`src/rtl/obs_pkg.sv`:
```
package obs_pkg;
  typedef enum logic [1:0] {
    ST_IDLE  = 2'd0,
    ST_CHECK = 2'd1,
    ST_RUN   = 2'd2,
    ST_DONE  = 2'd3
  } obs_state_e;
endpackage

```
`src/rtl/wrap_counter.sv`:
```
// Up-counter that returns to zero after reaching a run-time limit.
module wrap_counter #(
  parameter int W = 8
) (
  input  logic         clk,
  input  logic         rst,
  input  logic         clr,
  input  logic         en,
  input  logic [W-1:0] limit,
  output logic [W-1:0] cnt
);
  always_ff @(posedge clk) begin
    if (rst || clr)  cnt <= '0;
    else if (en)     cnt <= (cnt == limit) ? '0 : cnt + 1'b1;
  end
endmodule

```
`src/rtl/coprime_check.sv`:
```
// Subtractive Euclid: one step per cycle, single-cycle ready pulse.
module coprime_check #(
  parameter int W = 8
) (
  input  logic         clk,
  input  logic         rst,
  input  logic         load,
  input  logic [W-1:0] a_in,
  input  logic [W-1:0] b_in,
  output logic         ready,
  output logic         coprime
);
  logic [W-1:0] a_q, b_q;
  logic         active;

  always_ff @(posedge clk) begin
    if (rst) begin
      a_q <= '0; b_q <= '0; active <= 1'b0; ready <= 1'b0; coprime <= 1'b0;
    end else if (load) begin
      a_q <= a_in; b_q <= b_in; active <= 1'b1; ready <= 1'b0; coprime <= 1'b0;
    end else if (active) begin
      if (a_q == '0 || b_q == '0) begin
        active <= 1'b0; ready <= 1'b1; coprime <= 1'b0;
      end else if (a_q == b_q) begin
        active <= 1'b0; ready <= 1'b1; coprime <= (a_q == W'(1));
      end else if (a_q > b_q) begin
        a_q <= a_q - b_q;
      end else begin
        b_q <= b_q - a_q;
      end
    end else begin
      ready <= 1'b0;
    end
  end
endmodule

```
`src/rtl/subsample_scan_observer.sv`:
```
module subsample_scan_observer
  import obs_pkg::*;
#(
  parameter int LEN_W    = 8,
  parameter int STRIDE_W = 6,
  parameter int CELL_W   = 5
) (
  input  logic                clk,
  input  logic                rst,
  input  logic                start,
  input  logic [LEN_W-1:0]    cfg_len,
  input  logic [STRIDE_W-1:0] cfg_stride,
  input  logic [CELL_W-1:0]   cfg_chain,
  input  logic                scan_bit,
  input  logic                expect_bit,
  output logic                gen_restart,
  output logic                busy,
  output logic                done,
  output logic                cfg_err,
  output logic                obs_valid,
  output logic                obs_bit,
  output logic                obs_err,
  output logic [LEN_W-1:0]    obs_index,
  output logic [LEN_W-1:0]    obs_rel,
  output logic [LEN_W-1:0]    obs_pattern,
  output logic [CELL_W-1:0]   obs_cell
);
  localparam int GCD_W = (LEN_W > STRIDE_W) ? LEN_W : STRIDE_W;

  obs_state_e          state;
  logic [LEN_W-1:0]    len_q;
  logic [STRIDE_W-1:0] stride_q;
  logic [CELL_W-1:0]   chain_q;

  logic start_ok, go_run, run, gcd_ready, gcd_coprime;
  logic rel_last, cell_last, iter_last, run_last, sample;
  logic [LEN_W-1:0]    rel_cnt, pat_cnt, idx_cnt;
  logic [CELL_W-1:0]   cell_cnt;
  logic [STRIDE_W-1:0] phase_cnt, iter_cnt;

  assign start_ok  = start && (state == ST_IDLE || state == ST_DONE);
  assign run       = (state == ST_RUN);
  assign go_run    = (state == ST_CHECK) && gcd_ready && gcd_coprime;
  assign rel_last  = (rel_cnt == len_q - 1'b1);
  assign cell_last = (cell_cnt == chain_q);
  assign iter_last = (iter_cnt == stride_q - 1'b1);
  assign run_last  = run && rel_last && iter_last;
  assign sample    = run && (phase_cnt == '0);

  coprime_check #(.W(GCD_W)) u_gcd (
    .clk(clk), .rst(rst), .load(start_ok),
    .a_in(GCD_W'(cfg_len)), .b_in(GCD_W'(cfg_stride)),
    .ready(gcd_ready), .coprime(gcd_coprime)
  );

  // relative time within the current pass
  wrap_counter #(.W(LEN_W)) u_rel (
    .clk(clk), .rst(rst), .clr(go_run), .en(run),
    .limit(len_q - 1'b1), .cnt(rel_cnt)
  );
  // cell within a pattern: L shift cycles plus one capture cycle
  wrap_counter #(.W(CELL_W)) u_cell (
    .clk(clk), .rst(rst), .clr(go_run || (run && rel_last)), .en(run),
    .limit(chain_q), .cnt(cell_cnt)
  );
  // stride phase: zero marks a sampling cycle
  wrap_counter #(.W(STRIDE_W)) u_phase (
    .clk(clk), .rst(rst), .clr(go_run), .en(run),
    .limit(stride_q - 1'b1), .cnt(phase_cnt)
  );
  // pass counter
  wrap_counter #(.W(STRIDE_W)) u_iter (
    .clk(clk), .rst(rst), .clr(go_run), .en(run && rel_last),
    .limit(stride_q - 1'b1), .cnt(iter_cnt)
  );

  always_ff @(posedge clk) begin
    if (rst || go_run || (run && rel_last)) pat_cnt <= '0;
    else if (run && cell_last)              pat_cnt <= pat_cnt + 1'b1;
  end

  always_ff @(posedge clk) begin
    if (rst || go_run) idx_cnt <= '0;
    else if (sample)   idx_cnt <= idx_cnt + 1'b1;
  end

  // control
  always_ff @(posedge clk) begin
    if (rst) begin
      state <= ST_IDLE; done <= 1'b0; cfg_err <= 1'b0;
      len_q <= '0; stride_q <= '0; chain_q <= '0;
    end else begin
      case (state)
        ST_IDLE, ST_DONE: if (start_ok) begin
          len_q    <= cfg_len;
          stride_q <= cfg_stride;
          chain_q  <= cfg_chain;
          done     <= 1'b0;
          cfg_err  <= 1'b0;
          state    <= ST_CHECK;
        end
        ST_CHECK: if (gcd_ready) begin
          if (gcd_coprime) state <= ST_RUN;
          else begin
            cfg_err <= 1'b1;
            state   <= ST_IDLE;
          end
        end
        ST_RUN: if (run_last) begin
          done  <= 1'b1;
          state <= ST_DONE;
        end
        default: state <= ST_IDLE;
      endcase
    end
  end

  // held observation register
  always_ff @(posedge clk) begin
    if (rst) begin
      obs_valid <= 1'b0; obs_bit <= 1'b0; obs_err <= 1'b0;
      obs_index <= '0; obs_rel <= '0; obs_pattern <= '0; obs_cell <= '0;
    end else begin
      obs_valid <= sample;
      if (sample) begin
        obs_bit     <= scan_bit;
        obs_err     <= scan_bit ^ expect_bit;
        obs_index   <= idx_cnt;
        obs_rel     <= rel_cnt;
        obs_pattern <= pat_cnt;
        obs_cell    <= cell_cnt;
      end
    end
  end

  assign gen_restart = run && (rel_cnt == '0);
  assign busy        = (state == ST_CHECK) || run;
endmodule

```
`config.mk`:
```
export PLATFORM = sky130hd
export DESIGN_NAME = subsample_scan_observer
export DESIGN_NICKNAME = d
export VERILOG_FILES = /design/src/rtl/obs_pkg.sv /design/src/rtl/wrap_counter.sv /design/src/rtl/coprime_check.sv /design/src/rtl/subsample_scan_observer.sv
export SDC_FILE = /design/constraint.sdc
export NUM_CORES = 1
export LEC_CHECK = 0
export BUFFER_PORTS_ARGS = -buffer_cell sky130_fd_sc_hd__buf_2
export CORE_ASPECT_RATIO = 1.4
export CORE_UTILIZATION = 59
export DETAILED_ROUTE_END_ITERATION = 6
export PLACE_DENSITY = 0.88
export SKIP_CTS_REPAIR_TIMING = 1
export SLEW_MARGIN = 40
export SYNTH_ARGS = -nofsm -noshare
export SYNTH_HDL_FRONTEND = slang
export SYNTH_SLANG_ARGS = --single-unit
```
`constraint.sdc`:
```
create_clock -name clk -period 3.7 [get_ports clk]
set_clock_uncertainty 0.2 [all_clocks]
set_input_delay 0.925 -clock clk [delete_from_list [all_inputs] [get_ports clk]]
set_output_delay 0.925 -clock clk [all_outputs]
set_load 0.05 [all_outputs]
```
==> impl_metrics.tcl <==
set metrics [dict create \
    outcome "finished, final reports clean" \
    drc_errors 0 \
    grt_pass1_vias 5134 \
    start_util_pct 61.2 \
    synth_edf_count 0 \
    cts_buffer_depth 2 \
    grt-busiest-layer "met2" \
    critPathCapture "pat_cnt[6]" \
    io_pins 60 \
    firstDrtPassIters 4 \
    gr-usage-met2_pct 49.9 \
    period_share_pct 86.0 \
    overflow 0 \
    hpwl_mm 9.52 \
    cp-startpoint "len_q[0]" \
    fmax_mhz 314 \
    nets 834 \
    antenna_found_initial 0 \
    cp.arrival_ns 3.24 \
    path_cells "inv_1 > ha_1 > nor3b_2 > or4_1 > o211ai_1 > nand4_2 > nand3_1 > nor2_1" \
    cts.sinks 115 \
    core_area_um2 9510 \
    die_w_um 86.0 \
    vias 5253 \
    synthFlopType "dfxtp_1" \
    end_kind "flip-flop" \
    use_met1_pct 28.9 \
    yosys_warnings 0 \
    finalCriticalPeriod_ns 3.18 \
    reg2regPathDepth 8 \
    routed_wl_mm 13.6 \
    grt_first_pass_wirelength_mm 22.6 \
    synth.largest_area_cell "dfxtp_1" \
    final_layout_size_suffix_gt1_share_pct 13.8 \
    synth_area_leaders "dfxtp_1, nand2_1, a21oi_1" \
    final_hold_viol_count 0 \
    rows 42 \
    antennaDiodeCount 0 \
    critPathSlowestCell "nand3_1" \
    setup_viol 0 \
    clock_latency_ns 0.42 \
    synth.yosys.seq_area_share_pct 39.5 \
    use_met3_pct 8.32 \
    rsz0062_at_grt "no" \
    ys_seq_elements 115 \
    syn_nets 781 \
    critPathMaxStageDelay_ns 0.64 \
    finalPower_w 0.00354 \
    port_buffers 59 \
    reg2reg_slack_ns 0.52 \
    reg2reg_to "pat_cnt[6]" \
    numCtsBuffers 17 \
    ant_nets 0 \
    grt_start_max_net_pins 63 \
    vias_per_cell 5.69 \
    tns_ns 0 \
    cts_tree "done" \
    cts_root_buf "clkbuf_16" \
    min_path_type "reg2reg" \
    crit_path_start_kind "flip-flop" \
    htreeDepth 4 \
    netlist_area_um2 5820 \
    maxSlewHeadroom_pct 47.2 \
    synth_common_cells "nand2_1, dfxtp_1, a21oi_1, nor2_1" \
    synthCells 727 \
    gp_congestion 0.899 \
    critPathKind "reg2reg" \
    synth.avg_cell_area_um2 8.01 \
    synth-async-reset-ratio_pct 0 \
    wl_per_cell_um 14.8 \
    drv_cap 0 \
    path_max_fanout 20 \
    power_density_nw_per_um2 521 \
    area_delta_synth_final_pct 16.6 \
    die-area_um2 10300 \
    grt.total_usage_pct 28.1 \
    fp.dieH_um 120 \
    cp.required_ns 3.76 \
    yosysMostFrequentCell "nand2_1" \
    r2r_start "len_q[0]" \
    synth_cell_type_count 54 \
    finalMaxSlewViolations 0 \
    power_leakage_nw 2.71 \
    ir_drop_v 0.000377 \
    placedCellCount 893 \
    tightest_slew_ns 0.792 \
    finalNonFillerCells 924 \
    final_util_pct 71.4 \
    drtIter0Drc 296 \
    clk_pin_slew_worst_paths_ns 0.05 \
    synth.top_cell.area_share_pct 39.5 \
]
[flip-flops by register name (all words and copies together), names as in the netlist, 2 cells and up]
signal       count
stride_q         6
idx_cnt          8
u_gcd.a_q        8
u_gcd.b_q        8
chain_q          5
state            2
obs_cell         5
u_phase.cnt      6
pat_cnt          8
len_q            8
obs_index        8
u_rel.cnt        8
u_iter.cnt       6
u_cell.cnt       5
obs_pattern      8
obs_rel          8
[worst min-delay path by stage]
stage / endpoint / start / slack [ns] / cells after the start
2_1_floorplan: obs_index[7] / idx_cnt[7] / 0.24 / 2
3_3_place_gp: obs_bit / obs_bit / 0.24 / 2
5_1_grt: obs_pattern[6] / obs_pattern[6] / 0.28 / 2
3_5_place_dp: obs_pattern[3] / obs_pattern[3] / 0.24 / 2
6_report: obs_pattern[6] / obs_pattern[6] / 0.25 / 2
4_1_cts: obs_pattern[3] / obs_pattern[3] / 0.25 / 2
[per-layer routing]
| layer | part of all wire (%) | routed length (µm) | vias to the layer above |
|---|---|---|---|
| met5 | 0 | 0 | - |
| met2 | 52 | 7140 | 165 |
| li1 | - | - | 2569 |
| met3 | 5.0 | 679 | 47 |
| met1 | 39 | 5270 | 2472 |
| met4 | 4.0 | 542 | 0 |
[where the power goes]
| group | internal (W) | switching [W] |
|---|---|---|
| combinational | 0.000271 | 0.000385 |
| sequential | 0.00129 | 0.0000531 |
| clock | 0.000984 | 0.000557 |
| total | 0.00254 | 0.000995 |
[cell usage in the layout (no fill, tap or decap), drive strengths merged, types with 3 or more instances in the layout]
cell and instances:
nand2 133, dfxtp 115, a21oi 96, buf 70, nor2 67, xor2 32, xnor2 32, inv 30
o21ai 30, ha 28, clkbuf 22, nand3 16, and3 9, nand4 9, nor2b 8, nor4 8
nor3b 8, clkinv 8, or4 6, nor3 6, nand2b 5, o22ai 5, mux2i 4, or3 4
o31ai 3, a21o 3, and4 3, a211oi 3
[area by class of cell]
class | instances | area [µm²]
well taps | 132 | 165
inverters | 31 | 116
multi-input cells | 545 | 3270
fillers | 716 | 2720
clock buffers | 22 | 484
repair buffers | 70 | 378
clock inverters | 9 | 80.1
flip-flops and latches | 115 | 2300
[worst max-delay path, delay by kind of cell (launching register included)]
family                     cells  cell delay (ns)
AOI/OAI and AO/OA              1             0.31
adders and majority gates      1             0.25
buffers and inverters          1             0.07
DFF                            1             0.45
and+or+nand+nor                5             1.72
[cells by family (layout without fill, tap and decap cells)]
family                   count (synthesis)  in the layout  share of synthesized area [%]
flip-flops                             115            115                           39.5
XOR/XNOR                                65             65                           10.0
adder cells (fa/ha/maj)                 30             30                           6.70
AND/OR/NAND/NOR                        290            290                           23.4
AO/OA/AOI/OAI                          156            156                           15.1
buffers and inverters                   67            132                           4.62
multiplexers                             4              4                          0.687
[through the flow]
stage	instance area (µm²)	setup WS, ns	hold WS [ns]
4_1_cts	6790	0.548	0.252
2_1_floorplan	5820	0.164	0.244
5_1_grt	6790	0.292	0.276
6_report	6790	0.519	0.249
3_5_place_dp	6230	0.608	0.245
3_3_place_gp	6230	0.784	0.239
No activity file was read; power rests on OpenSTA's default activity.
